### config.mk
export PLATFORM = sky130hd
export DESIGN_NAME = axil_mod_timer
export DESIGN_NICKNAME = d
export VERILOG_FILES = /design/src/rtl/mtmr_pkg.sv /design/src/rtl/mtmr_axil_port.sv /design/src/rtl/mtmr_regs.sv /design/src/rtl/mtmr_counter.sv /design/src/rtl/axil_mod_timer.sv
export SDC_FILE = /design/constraint.sdc
export NUM_CORES = 1
export LEC_CHECK = 0
export ABC_AREA = 1
export CORE_UTILIZATION = 40
export CTS_CLUSTER_SIZE = 10
export DETAILED_ROUTE_END_ITERATION = 7
export DONT_BUFFER_PORTS = 1
export GPL_TIMING_DRIVEN = 0
export SLEW_MARGIN = 5
export SYNTH_ARGS = -nofsm -noshare
export SYNTH_HDL_FRONTEND = slang
export SYNTH_SLANG_ARGS = --single-unit
export TNS_END_PERCENT = 1
### constraint.sdc
create_clock -name clk -period 2.6 [get_ports clk]
set_input_delay 0.65 -clock clk [delete_from_list [all_inputs] [get_ports clk]]
set_output_delay 0.65 -clock clk [all_outputs]
set_load 0.05 [all_outputs]
### src/rtl/mtmr_pkg.sv
package mtmr_pkg;
  localparam int unsigned REG_NUM = 4;
  localparam int unsigned IDX_W   = $clog2(REG_NUM);

  typedef enum logic [IDX_W-1:0] {
    IDX_MOD   = 2'd0,
    IDX_CTRL  = 2'd1,
    IDX_COUNT = 2'd2,
    IDX_SCR   = 2'd3
  } reg_idx_e;

  localparam logic [1:0] RESP_OKAY = 2'b00;
  localparam int unsigned EN_BIT   = 1;
endpackage

### src/rtl/mtmr_axil_port.sv
module mtmr_axil_port #(
  parameter int unsigned ADDR_W = 4,
  parameter int unsigned DATA_W = 32,
  localparam int unsigned STRB_W = DATA_W / 8
) (
  input  logic                        clk,
  input  logic                        rst,
  input  logic [ADDR_W-1:0]           awaddr,
  input  logic                        awvalid,
  output logic                        awready,
  input  logic [DATA_W-1:0]           wdata,
  input  logic [STRB_W-1:0]           wstrb,
  input  logic                        wvalid,
  output logic                        wready,
  output logic                        bvalid,
  input  logic                        bready,
  input  logic [ADDR_W-1:0]           araddr,
  input  logic                        arvalid,
  output logic                        arready,
  output logic [DATA_W-1:0]           rdata,
  output logic                        rvalid,
  input  logic                        rready,
  output logic                        wr_en,
  output mtmr_pkg::reg_idx_e          wr_idx,
  output logic [DATA_W-1:0]           wr_data,
  output logic [STRB_W-1:0]           wr_strb,
  output mtmr_pkg::reg_idx_e          rd_idx,
  input  logic [DATA_W-1:0]           rd_word
);
  import mtmr_pkg::*;

  logic aw_q, ar_q;
  logic wr_go, rd_go, rd_take;
  logic unused_lsb;

  assign unused_lsb = ^{awaddr[1:0], araddr[1:0]};

  assign wr_go   = awvalid && wvalid && !aw_q && !bvalid;
  assign rd_go   = arvalid && !ar_q && !rvalid;
  assign wr_en   = aw_q && awvalid && wvalid;
  assign rd_take = ar_q && arvalid;

  assign wr_idx  = reg_idx_e'(awaddr[IDX_W+1:2]);
  assign rd_idx  = reg_idx_e'(araddr[IDX_W+1:2]);
  assign wr_data = wdata;
  assign wr_strb = wstrb;
  assign awready = aw_q;
  assign wready  = aw_q;
  assign arready = ar_q;

  always_ff @(posedge clk) begin
    if (rst) begin
      aw_q   <= 1'b0;
      bvalid <= 1'b0;
    end else begin
      aw_q <= wr_go;
      if (wr_en)
        bvalid <= 1'b1;
      else if (bready)
        bvalid <= 1'b0;
    end
  end

  always_ff @(posedge clk) begin
    if (rst) begin
      ar_q   <= 1'b0;
      rvalid <= 1'b0;
      rdata  <= '0;
    end else begin
      ar_q <= rd_go;
      if (rd_take) begin
        rvalid <= 1'b1;
        rdata  <= rd_word;
      end else if (rready) begin
        rvalid <= 1'b0;
      end
    end
  end
endmodule

### src/rtl/mtmr_regs.sv
module mtmr_regs #(
  parameter int unsigned DATA_W = 32,
  localparam int unsigned STRB_W = DATA_W / 8
) (
  input  logic                  clk,
  input  logic                  rst,
  input  logic                  wr_en,
  input  mtmr_pkg::reg_idx_e    wr_idx,
  input  logic [DATA_W-1:0]     wr_data,
  input  logic [STRB_W-1:0]     wr_strb,
  input  mtmr_pkg::reg_idx_e    rd_idx,
  output logic [DATA_W-1:0]     rd_word,
  input  logic [DATA_W-1:0]     cnt,
  input  logic                  tc,
  output logic [DATA_W-1:0]     modulo,
  output logic                  en
);
  import mtmr_pkg::*;

  logic [DATA_W-1:0] mod_q, ctrl_q, scr_q;

  for (genvar b = 0; b < STRB_W; b++) begin : g_lane
    always_ff @(posedge clk) begin
      if (rst) begin
        mod_q[8*b +: 8]  <= '0;
        ctrl_q[8*b +: 8] <= '0;
        scr_q[8*b +: 8]  <= '0;
      end else if (wr_en && wr_strb[b]) begin
        case (wr_idx)
          IDX_MOD:  mod_q[8*b +: 8]  <= wr_data[8*b +: 8];
          IDX_CTRL: ctrl_q[8*b +: 8] <= wr_data[8*b +: 8];
          IDX_SCR:  scr_q[8*b +: 8]  <= wr_data[8*b +: 8];
          default:  ;
        endcase
      end
    end
  end

  assign modulo = mod_q;
  assign en     = ctrl_q[EN_BIT];

  always_comb begin
    case (rd_idx)
      IDX_MOD:   rd_word = mod_q;
      IDX_CTRL:  rd_word = {ctrl_q[DATA_W-1:1], tc};
      IDX_COUNT: rd_word = cnt;
      default:   rd_word = scr_q;
    endcase
  end
endmodule

### src/rtl/mtmr_counter.sv
module mtmr_counter #(
  parameter int unsigned CNT_W = 32
) (
  input  logic             clk,
  input  logic             rst,
  input  logic             en,
  input  logic [CNT_W-1:0] modulo,
  output logic [CNT_W-1:0] cnt,
  output logic             tc,
  output logic             irq
);
  logic [CNT_W-1:0] last;

  assign last = (modulo == '0) ? '0 : modulo - 1'b1;
  assign tc   = (cnt >= last);

  always_ff @(posedge clk) begin
    if (rst) begin
      cnt <= '0;
      irq <= 1'b0;
    end else begin
      irq <= tc;
      if (en)
        cnt <= tc ? '0 : cnt + 1'b1;
    end
  end
endmodule

### src/rtl/axil_mod_timer.sv
module axil_mod_timer #(
  parameter int unsigned ADDR_W = 4,
  parameter int unsigned DATA_W = 32,
  localparam int unsigned STRB_W = DATA_W / 8
) (
  input  logic              clk,
  input  logic              rst,
  input  logic [ADDR_W-1:0] s_awaddr,
  input  logic              s_awvalid,
  output logic              s_awready,
  input  logic [DATA_W-1:0] s_wdata,
  input  logic [STRB_W-1:0] s_wstrb,
  input  logic              s_wvalid,
  output logic              s_wready,
  output logic [1:0]        s_bresp,
  output logic              s_bvalid,
  input  logic              s_bready,
  input  logic [ADDR_W-1:0] s_araddr,
  input  logic              s_arvalid,
  output logic              s_arready,
  output logic [DATA_W-1:0] s_rdata,
  output logic [1:0]        s_rresp,
  output logic              s_rvalid,
  input  logic              s_rready,
  output logic              irq
);
  import mtmr_pkg::*;

  logic               wr_en;
  reg_idx_e           wr_idx, rd_idx;
  logic [DATA_W-1:0]  wr_data, rd_word, modulo, cnt_val;
  logic [STRB_W-1:0]  wr_strb;
  logic               cnt_en, tc_flag;

  assign s_bresp = RESP_OKAY;
  assign s_rresp = RESP_OKAY;

  mtmr_axil_port #(.ADDR_W(ADDR_W), .DATA_W(DATA_W)) i_port (
    .clk(clk), .rst(rst),
    .awaddr(s_awaddr), .awvalid(s_awvalid), .awready(s_awready),
    .wdata(s_wdata), .wstrb(s_wstrb), .wvalid(s_wvalid), .wready(s_wready),
    .bvalid(s_bvalid), .bready(s_bready),
    .araddr(s_araddr), .arvalid(s_arvalid), .arready(s_arready),
    .rdata(s_rdata), .rvalid(s_rvalid), .rready(s_rready),
    .wr_en(wr_en), .wr_idx(wr_idx), .wr_data(wr_data), .wr_strb(wr_strb),
    .rd_idx(rd_idx), .rd_word(rd_word)
  );

  mtmr_regs #(.DATA_W(DATA_W)) i_regs (
    .clk(clk), .rst(rst),
    .wr_en(wr_en), .wr_idx(wr_idx), .wr_data(wr_data), .wr_strb(wr_strb),
    .rd_idx(rd_idx), .rd_word(rd_word),
    .cnt(cnt_val), .tc(tc_flag), .modulo(modulo), .en(cnt_en)
  );

  mtmr_counter #(.CNT_W(DATA_W)) i_cnt (
    .clk(clk), .rst(rst), .en(cnt_en), .modulo(modulo),
    .cnt(cnt_val), .tc(tc_flag), .irq(irq)
  );
endmodule

# [Word-level counts from Yosys, hierarchy flattened]
# Index checks and enable logic that the tools add are counted.
# W data, S select, Z words.
[totals] rom_bits=0 mem_count=0 regBits=165 latchBits=0 mem_bits_rw=0 output_inout_bits=42
[classes] multipliers=0 n_reduce_logical=33 n_bitwise=0 magnitude_cmp=1 n_addsub=2 n_eq_ne=4 mux=7 div=0 shift=0
[op_table] op="$pmux W32 S3" count=1
[op_table] op="$mux W32" count=2
[op_table] op="$add A32 B1 Y32 const B" count=1
[op_table] op="$ge A32 B32 Y1" count=1
[op_table] op="$logic_not A32 Y1" count=1
[op_table] op="$sub A32 B1 Y32 const B" count=1
[op_table] op="$reduce_and A2 Y1" count=12
[op_table] op="$logic_and A1 B1 Y1" count=12
[op_table] op="$eq A2 B1 Y1 const B" count=2
[op_table] op="$eq A2 B2 Y1 const B" count=2
[op_table] op="$logic_not A1 Y1" count=4
[op_table] op="$logic_not A2 Y1" count=2
[op_table] op="$mux W1" count=4
[op_table] op="$reduce_bool A2 Y1" count=2

# [Longest topological paths before layout]
# Gate-level depths: netlist of the first run.
[logic_depth] depth_word=4 mapped_depth=24 ltp_nobuf=24

# [Hierarchy]
# Synthesis of the first run repeated with hierarchy kept, for this count alone.
[unflattened] cells_unflattened=1566 area_unflattened_um2=9830.7
[by_module_without_submodules] mod="mtmr_regs" cells_each=740 instances=1 area_per_inst_um2=4625.7
[by_module_without_submodules] mod="mtmr_counter" cells_each=558 instances=1 area_per_inst_um2=3397.0
[by_module_without_submodules] mod="mtmr_axil_port" cells_each=263 instances=1 area_per_inst_um2=1774.2
[by_module_without_submodules] mod="axil_mod_timer" cells_each=5 instances=1 area_per_inst_um2=33.8

# [Least setup slack after synthesis of the first run]
# Ideal clock, no wire load.
[synth_timing] path_kind="register to register" start="register i_regs.mod_q[0], in the netlist i_regs.modulo[0]" end="register i_cnt.cnt[8]" stages_incl_launch_ff=23 t_arrival_ps=2629 setup_slack_ps=-154 period_less_slack_ps=2754 path_cell_list="dfxtp_1 inv_2 ha_1 nand2_1 nor2_4 nand2_1 nor2_1 nand2_1 nor2_1 nand2_1 nor3_2 o211ai_1 ha_1 nand2_1 inv_1 nand4_1 a21oi_1 nor2_1 nand2_1 nand2_1 nand2_1 buf_2 nor3b_1"
[synth_between] elab_chain_cells=4 elab_cells_between_ends=5 cone_classes="add/sub (1); order compare (1); mux (2); reduce/logical (1)"
[synth_lines] element="start: declaration" line_no="mtmr_regs.sv:20" text="logic [DATA_W-1:0] mod_q, ctrl_q, scr_q;"
[synth_lines] element="start signal: indexed assignment" line_no="mtmr_regs.sv:30" text="IDX_MOD: mod_q[8*b +: 8] <= wr_data[8*b +: 8];"
[synth_lines] element="$sub A32 B1 Y32 or $logic_not A32 Y1 (tied branches)" line_no="mtmr_counter.sv:14" text="assign last = (modulo == '0) ? '0 : modulo - 1'b1;"
[synth_lines] element="$mux W32 *" line_no="mtmr_counter.sv:14"
[synth_lines] element="$ge A32 B32 Y1 *" line_no="mtmr_counter.sv:15" text="assign tc = (cnt >= last);"
[synth_lines] element="$mux W32 *" line_no="mtmr_counter.sv:24" text="cnt <= tc ? '0 : cnt + 1'b1;"
[synth_lines] element="end signal: assignment" line_no="mtmr_counter.sv:24"
[synth_lines] element="end: declaration" line_no="mtmr_counter.sv:8" text="output logic [CNT_W-1:0] cnt,"
# Every way passes the cells marked *; elsewhere a longest branch is shown, timed or not.
# A chain may end at the register's enable or synchronous reset.

# [Worst setup path after layout of the first run]
[layout_timing] start="register i_regs.mod_q[1], in the netlist i_regs.modulo[1]" end="register i_cnt.cnt[8]"
# The elaborated chain is that of the path after synthesis.

==> results of run 1 <==
-- Yosys cell counts (2+ instances only) --
master / n / share of area [%]
o221ai_1: 3 / 0.31
a31oi_1: 16 / 1.2
clkbuf_1: 37 / 1.6
ha_1: 35 / 5.1
a21o_1: 2 / 0.18
buf_4: 5 / 0.44
nor3b_1: 2 / 0.18
o211ai_1: 2 / 0.18
nand3_4: 2 / 0.41
a21boi_0: 2 / 0.18
nand3_2: 2 / 0.24
buf_2: 3 / 0.18
nor2_2: 8 / 0.59
nor3_1: 17 / 1.0
nor2_1: 250 / 11
dfxtp_1: 164 / 39
inv_2: 3 / 0.13
nor3b_2: 2 / 0.29
inv_1: 106 / 4.7
nor2_4: 9 / 1.2
nand2_1: 169 / 7.5
nor3_2: 4 / 0.47
nand2_2: 3 / 0.22
nand3_1: 39 / 2.3
clkinv_1: 5 / 0.22
nand4_1: 14 / 1.0
a221oi_1: 20 / 2.1
nor4_1: 7 / 0.51
xnor2_1: 2 / 0.21
o22ai_1: 10 / 0.74
o21a_1: 3 / 0.26
or2_2: 7 / 0.51
a21oi_1: 74 / 4.4
xor2_1: 21 / 2.2
o21ai_0: 149 / 8.8
-- registers in the layout, summed over array words and instances (netlist names) --
signal / count
i_port.rdata: 32
i_cnt.cnt: 32
i_port.rvalid: 1
i_port.bvalid: 1
i_regs.en: 1
i_cnt.irq: 1
i_regs.ctrl_q: 30
i_port.awready: 1
i_port.arready: 1
i_regs.scr_q: 32
i_regs.modulo: 32
-- cells in the final DEF (no fill, tap or decap), types with 5 or more instances in the layout --
cell type,n
nand4_1,14
nor4_1,7
inv_1,100
buf_4,28
o21ai_0,147
nor2_1,230
nor3_1,11
nor2_4,23
inv_2,7
a21oi_1,69
clkbuf_16,17
dfxtp_1,152
nand3_1,37
dfxtp_2,7
xor2_1,21
a31oi_1,16
nand2_1,159
nand2_2,9
ha_1,32
a221oi_1,20
dfxtp_4,5
a21oi_2,5
or2_2,7
o22ai_1,10
nor2_2,14
clkbuf_1,35
nor3_2,8
-- power breakdown --
group | internal (mW) | leakage [nW] | switching, mW
clock network | 1.40 | 0.291 | 1.20
registers | 2.54 | 1.33 | 0.121
logic | 0.200 | 2.45 | 0.370
-- per-stage QoR --
stage	util, %	std cells	cell area [um^2]	TNS, ps	hold slack, ps
after floorplan	-	1211	8580	-262	430
after global placement	43.4	1481	8920	-27360	442
after detailed placement	43.4	1481	8920	-26770	444
after CTS	48.1	1531	9890	-11720	317
after global routing	49.0	1539	10100	-21410	317
final	49.0	1539	10100	-14900	325
-- cell families (layout without fill, tap and decap cells) --
logic type      after synthesis  count (layout)  share of synthesized area [%]
compound gates              285             285                           18.6
xor+xnor                     23              23                           2.37
fa+ha+maj                    35              35                           5.15
buf+inv                     162             220                           7.53
flops                       164             164                           38.6
other cells                   1               4                         0.0441
simple gates                538             538                           27.7
-- area by class of cell --
cell class	instances	area, um^2	share of cell area (%)
inverter	115	442	4.38
clock inverter	14	163	1.61
multi-input combinational	885	4900	48.6
sequential	164	3310	32.8
clock buffer	18	439	4.36
buffer	47	250	2.48
tap	270	338	3.35
timing repair buffer	26	239	2.37
-- worst max path at each step --
stage / cells past startpoint / slack, ps / to
5_1_grt: 19 / -660 / i_port.rdata[0]
4_1_cts: 20 / -370 / i_cnt.cnt[8]
3_5_place_dp: 19 / -840 / i_cnt.cnt[8]
2_1_floorplan: 20 / -30 / i_cnt.cnt[8]
6_report: 20 / -480 / i_cnt.cnt[8]
3_3_place_gp: 19 / -860 / i_cnt.cnt[8]
-- repair_timing --
| action | in CTS | in global routing |
|---|---|---|
| pin swaps | 22 | 28 |
| endpoints found under the setup margin | 36 | 45 |
| setup buffers | 15 | 8 |
| gates resized for setup | 62 | 40 |
| hold endpoints to repair | 0 | 0 |
| gates cloned | 3 | 0 |
-- per-layer routing --
layer	routed length [um]	global-route usage (%)	share of wire, %	vias up
li1	-	-	-	4124
met1	12800	36.4	45	3831
met2	12400	41.3	44	329
met3	2080	5.68	7.3	52
met4	947	10.6	3.3	0
met5	0	0	0	-
==> results.yml, run 1 <==
setup_path:
  reg2regPathDepth: 20
  critical_path.max_fanout: 5
  reg2reg_to: "i_cnt.cnt[8]"
  max_stage_delay_ps: 350
  critical_path_class: "flip-flop to flip-flop"
  regToRegStartpoint: "i_regs.modulo[1]"
  reg2reg_slack_ps: -480
  cp-start-kind: "flip-flop"
  path_cells: "nor2_2 -> nand2_2 -> nor2_4 -> nand2_2 -> nor2_4 -> nand3_4 -> nor3_4 -> xor2_1 -> nand2_1 -> ha_4 -> nand2_4 -> nor2_4 -> nand4_1 -> nor2_1 -> nand2_1 -> nand2_2 -> nand2_4 -> nand2_8 -> buf_8 -> nor3b_4"
  crit_family: "simple AND/OR/NAND/NOR gates"
  crit_required_ps: 2900
  cp_num_buf_inv: 1
  startpoint: "i_regs.modulo[1]"
  slowest_stage: "dfxtp_2"
  endpoint_kind: "flip-flop"
  cp.arrival_ps: 3380
cts:
  clk_root_buffer_cell: "clkbuf_16"
  h-tree-depth: 4
  clk_pin_slew_ps: 70
  cts_tree: "done"
  cts_sinks: 164
  numCtsBuffers: 17
  insertion_delay_ps: 430
  hold_buffers: 0
  clk_path_buf_depth: 2
floorplanning:
  die_w_um: 148
  initial_core_util_pct: 41.4
  pin_count: 93
  core_um2: 20600
  die_h_um: 148
  die_area_um2: 21900
  placementRows: 52
sta:
  slew_headroom_pct: 48.1
  period_needed_ps: 3080
  setup_violations: 34
  finalCritPeriodShare_pct: 119
  fin_skew_ps: 10.1
  worst_slack_ps: -481
  rsz0062_at_grt: "true"
  slew_violations: 0
  fmax_ghz: 0.325
  worst_slew_pin_slew_ps: 776
  hold_viol: 0
yosys:
  synthesis.area_um2: 8510
  ys_warn_count: 0
  ys_seq_elements: 164
  ys_seq_area_share_pct: 38.6
  async_flop_share_pct: 0
  syn_area_per_cell_um2: 7.04
  synthDistinctLibCells: 46
  synth_cells: 1208
  synth-edff-count: 0
  synth_ff_type: "dfxtp_1"
power_and_ir_drop:
  powerDensity_nw_per_um2: 577
  leakagePower_nw: 4.07
  p_total_mw: 5.82
  ir_drop_v: 0.000473
routing:
  drcViolationCount: 0
  vias: 8336
  dr.pass1.iters: 5
  drtAntennaViolNets: 0
  drt-total-wl_mm: 28.3
  routed_via_density: 5.42
  drt_iter0_markers: 754
  wl_per_cell_um: 18.4
worst_hold_path:
  hold_class: "input port to flip-flop"
  min_path_cells: 2
  min_from: "s_awvalid"
  min_to: "i_port.awready"
placed_design:
  pre_cts_ws_ps: -839
  portBuffers: 0
  gp_congestion: 0.929
  dp_hpwl_mm: 21.4
global_routing:
  antenna_found_initial: 0
  grt_usage_pct: 26.8
  grt_pass1_vias: 7863
  grt_max_degree: 18
  grt_pass1_wl_mm: 44.6
  grt-ovfl-total: 0
layout:
  nNetsFinal: 1342
  area_growth_pct: 18.5
  fill_cells: 2068
  drive_gt1_share_pct: 14.0
  n_antenna_cell: 0
run_status:
  status: "finished, violations left"
  violations: "setup timing"
run:
  maxCapViolations: 0
(Power assumes the default switching activity.)
==> inputs of run 2 (changes only) <==
CORE_MARGIN = 5   (was not set)
clock period = 2.7 ns   (was 2.6 ns; I/O delays follow)
==> results.yml, run 2 (synthesized netlist as in run 1, its figures left out) <==
run_status:
  status: "finished, violations left"
  violations: "setup timing"
routing:
  drtAntennaViolNets: 0
  vias: 8375
  drcViolationCount: 0
  drt-total-wl_mm: 28.4
  drt_iter0_markers: 723
  wl_per_cell_um: 18.4
  dr.pass1.iters: 5
  routed_via_density: 5.43
global_routing:
  antenna_found_initial: 0
  use_met3_pct: 4.66
  grt-ovfl-total: 0
  grt_max_degree: 19
  use_met1_pct: 32.1
  grt_pass1_vias: 7985
  top_usage_layer: "met2"
  grt_usage_pct: 23.4
  gr-usage-met2_pct: 36.4
  grt_pass1_wl_mm: 44.8
setup_path:
  regToRegStartpoint: "i_regs.modulo[8]"
  crit_required_ps: 3050
  max_stage_delay_ps: 380
  endpoint_kind: "flip-flop"
  reg2reg_to: "i_cnt.cnt[8]"
  reg2regPathDepth: 19
  critical_path_class: "flip-flop to flip-flop"
  path_cells: "nor2_4 -> nand2_4 -> nor2_4 -> nand2_2 -> nor2_4 -> nand3_4 -> nor3_4 -> xor2_1 -> nand2_1 -> ha_4 -> a21oi_1 -> o21a_1 -> nand2_1 -> nor2_2 -> nand2_2 -> nand2_2 -> nand2_4 -> buf_6 -> nor3b_2"
  critical_path.max_fanout: 5
  cp.arrival_ps: 3400
  reg2reg_slack_ps: -350
  slowest_stage: "dfxtp_4"
  cp-start-kind: "flip-flop"
cts:
  clk_path_buf_depth: 2
  insertion_delay_ps: 440
  h-tree-depth: 4
  cts_tree: "done"
  cts_sinks: 164
  numCtsBuffers: 17
  clk_pin_slew_ps: 70
  hold_buffers: 0
  clk_root_buffer_cell: "clkbuf_16"
placed_design:
  dp_hpwl_mm: 21.7
  pre_cts_ws_ps: -752
  portBuffers: 0
  gp_congestion: 0.911
  dpl_cell_area_um2: 8870
  place_inst: 1486
power_and_ir_drop:
  netSwitchingPower_mw: 1.63
  seqPwrFrac_pct: 46.4
  switching_share_pct: 29.6
  p_total_mw: 5.52
  ir_drop_v: 0.000433
  p_clk_share_pct: 44.2
  leakagePower_nw: 4.02
  pwr-share-comb_pct: 9.5
  powerDensity_nw_per_um2: 551
  intPower_mw: 3.89
sta:
  slew_headroom_pct: 48.5
  slew_violations: 0
  fin_skew_ps: 12.1
  period_needed_ps: 3050
  setup_violations: 34
  tns_ps: -10000
  finalCritPeriodShare_pct: 113
  fmax_ghz: 0.328
  rsz0062_at_grt: "true"
  worst_slew_pin_slew_ps: 770
  worst_slack_ps: -346
  hold_viol: 0
layout:
  instances_no_fill: 1542
  final_common_cell: "nor2_1"
  area_growth_pct: 17.8
  final_cell_mix: "nor2_1 (225), nand2_1 (158), dfxtp_1 (151), o21ai_0 (149), inv_1 (99)"
  drive_gt1_share_pct: 14.2
  fin_area_um2: 10000
  nNetsFinal: 1339
worst_hold_path:
  hold_class: "input port to flip-flop"
  min_from: "s_awvalid"
  min_path_cells: 2
  min_to: "i_port.awready"
floorplanning:
  die_area_um2: 24300
  pin_count: 93
  placementRows: 53
  core_um2: 21000
  initial_core_util_pct: 40.6
  die_w_um: 156
  die_h_um: 156
run:
  maxCapViolations: 0
[run 2: area by class of cell]
type,instances,area [um^2]
Antenna cell,1,2.50
Buffer,47,244
Clock buffer,18,439
Clock inverter,14,156
Fill cell,2143,10900
Inverter,115,442
Multi-Input combinational cell,885,4890
Sequential cell,164,3310
Tap cell,275,344
Timing Repair Buffer,23,194
[run 2: power groups by stage]
stage	clock, mW	sequential [mW]	combinational, mW
finish	2.44	2.56	0.523
global route	2.58	2.57	0.582
CTS	2.46	2.56	0.488
detailed placement	0	2.62	0.447
global placement	0	2.62	0.443
floorplan	0	2.61	0.323
[run 2: worst max-delay path, delay by kind of cell (launching register included)]
family          cells  cell delay [ps]
compound gates      2              300
buf+inv             1              180
xor+xnor            1              200
simple gates       14             1630
flops               1              380
fa+ha+maj           1              270
[run 2: per-stage QoR]
stage	hold slack, ps	util [%]
floorplan	430	-
global placement	443	42.3
detailed placement	447	42.3
CTS	336	46.7
global route	338	47.8
finish	347	47.8
[run 2: repair_timing]
action                                  in CTS  in global routing
resized for setup                           67                 47
pin swaps                                   29                 18
setup buffers                               17                  4
gates cloned                                 1                  1
endpoints found under the setup margin      36                 51
[run 2: worst max path at each step]
stage,start,to,slack [ps],cells after the start
floorplan,i_regs.modulo[0],i_cnt.cnt[7],-30,22
global placement,i_regs.modulo[4],i_cnt.cnt[12],-750,19
detailed placement,i_regs.modulo[2],i_cnt.cnt[28],-750,21
CTS,i_regs.modulo[5],i_cnt.cnt[8],-280,21
global route,i_regs.modulo[1],i_cnt.cnt[8],-500,20
finish,i_regs.modulo[8],i_cnt.cnt[8],-350,19
[run 2: routing by layer]
| layer | routed length (um) | share of wire, % |
|---|---|---|
| met1 | 12500 | 44 |
| met2 | 12700 | 45 |
| met3 | 2220 | 7.8 |
| met4 | 969 | 3.4 |
| met5 | 0 | 0 |
==> inputs of run 3 (changes only) <==
SKIP_CTS_REPAIR_TIMING = 1   (was not set)
==> results.yml, run 3 (synthesized netlist as in run 1, its figures left out) <==
run_status:
  status: "finished, violations left"
  violations: "setup timing"
sta:
  slew_headroom_pct: 49.5
  slew_violations: 0
  fin_skew_ps: 12.9
  hold_viol: 0
  setup_violations: 34
  fmax_ghz: 0.320
  hold_slack_ps: 344
  worst_slack_ps: -429
  rsz0062_at_grt: "true"
  period_needed_ps: 3130
  finalCritPeriodShare_pct: 116
  worst_slew_pin_slew_ps: 754
global_routing:
  use_met1_pct: 31.7
  gr-usage-met2_pct: 36.1
  grt-ovfl-total: 0
  grt_usage_pct: 22.9
  grt_max_degree: 19
  antenna_found_initial: 0
  use_met3_pct: 4.63
  grt_pass1_wl_mm: 43.8
  top_usage_layer: "met2"
  grt_pass1_vias: 7832
routing:
  wl_per_cell_um: 18.5
  drt_iter0_markers: 664
  dr.pass1.iters: 5
  drt-total-wl_mm: 28.4
  drcViolationCount: 0
  vias: 8354
  routed_via_density: 5.44
  drtAntennaViolNets: 0
placed_design:
  dpl_cell_area_um2: 8870
  portBuffers: 0
  gp_congestion: 0.911
  dp_hpwl_mm: 21.7
  pre_cts_ws_ps: -752
  place_inst: 1486
setup_path:
  cp_common_cell: "nand2_1"
  endpoint_kind: "flip-flop"
  critical_path_class: "flip-flop to flip-flop"
  max_stage_delay_ps: 370
  slowest_stage: "dfxtp_4"
  path_cells: "inv_4 -> ha_4 -> nand2_4 -> inv_1 -> nand2_1 -> inv_2 -> nand4_1 -> nor3_4 -> nand2_1 -> nand2_1 -> nand3_2 -> ha_4 -> nand2_2 -> nor2_4 -> nand4_1 -> nor2_1 -> nand2_1 -> nand2_2 -> nand2_2 -> nand2_4 -> buf_6 -> nor3b_2"
  crit_required_ps: 3000
  cp.arrival_ps: 3430
  cp-start-kind: "flip-flop"
  critical_path.max_fanout: 5
floorplanning:
  placementRows: 53
  die_h_um: 156
  die_area_um2: 24300
  die_w_um: 156
  pin_count: 93
  initial_core_util_pct: 40.6
  core_um2: 21000
cts:
  cts_tree: "done"
  cts_sinks: 164
  clk_path_buf_depth: 2
  clk_root_buffer_cell: "clkbuf_16"
  clk_pin_slew_ps: 70
  numCtsBuffers: 17
  h-tree-depth: 4
  insertion_delay_ps: 440
worst_hold_path:
  hold_class: "input port to flip-flop"
layout:
  fin_area_um2: 9890
  final_common_cell: "nor2_1"
  final_cell_mix: "nor2_1 (237), nand2_1 (158), dfxtp_1 (151), o21ai_0 (149), inv_1 (101)"
  area_growth_pct: 16.2
  nNetsFinal: 1335
  n_antenna_cell: 0
  drive_gt1_share_pct: 12.4
  instances_no_fill: 1537
  fill_cells: 2163
power_and_ir_drop:
  powerDensity_nw_per_um2: 557
  ir_drop_v: 0.000451
  leakagePower_nw: 3.97
run:
  maxCapViolations: 0
## run 3: cell type report
class / instances / area, um^2 / area share (%)
buffer: 47 / 238 / 2.40
clock buffer: 18 / 439 / 4.44
clock inverter: 14 / 156 / 1.58
inverter: 115 / 442 / 4.47
multi-input combinational: 885 / 4790 / 48.5
sequential: 164 / 3310 / 33.5
tap: 275 / 344 / 3.48
timing repair buffer: 19 / 164 / 1.66
## run 3: where the power goes
group          switching, mW  total (mW)  internal, mW
clock                   1.17        2.44          1.27
sequential             0.116        2.56          2.45
combinational          0.341       0.508         0.167
## run 3: through the flow
stage | setup TNS [ps] | utilization, % | total power, mW
floorplan | -303 | - | 2.93
global placement | -23640 | 42.3 | 3.06
detailed placement | -23770 | 42.3 | 3.07
CTS | -24430 | 45.2 | 5.48
global route | -20330 | 47.2 | 5.71
finish | -13370 | 47.2 | 5.51
## run 3: worst max-delay path, delay by kind of cell, from the launching register on
| family | cells | cell delay [ps] |
|---|---|---|
| adder cells (fa/ha/maj) | 2 | 440 |
| buffers and inverters | 4 | 350 |
| flip-flops | 1 | 370 |
| AND/OR/NAND/NOR | 16 | 1840 |
## run 3: per-layer routing
layer  part of all wire (%)  wire length (um)  vias up
met2                     46             12900      308
met5                      0                 0        -
met4                    2.5               718        0
met3                    7.9              2250       46
li1                       -                 -     4104
met1                     44             12500     3896
## run 3: worst paths after layout
path	startpoint	slack, ps	endpoint	depth (start not counted)
hold / removal	s_awvalid	340	i_port.awready	2
hold reg to reg	i_regs.ctrl_q[9]	460	i_regs.ctrl_q[9]	2
setup reg to reg	i_regs.modulo[1]	-430	i_cnt.cnt[8]	22
setup / recovery	i_regs.modulo[1]	-430	i_cnt.cnt[8]	22
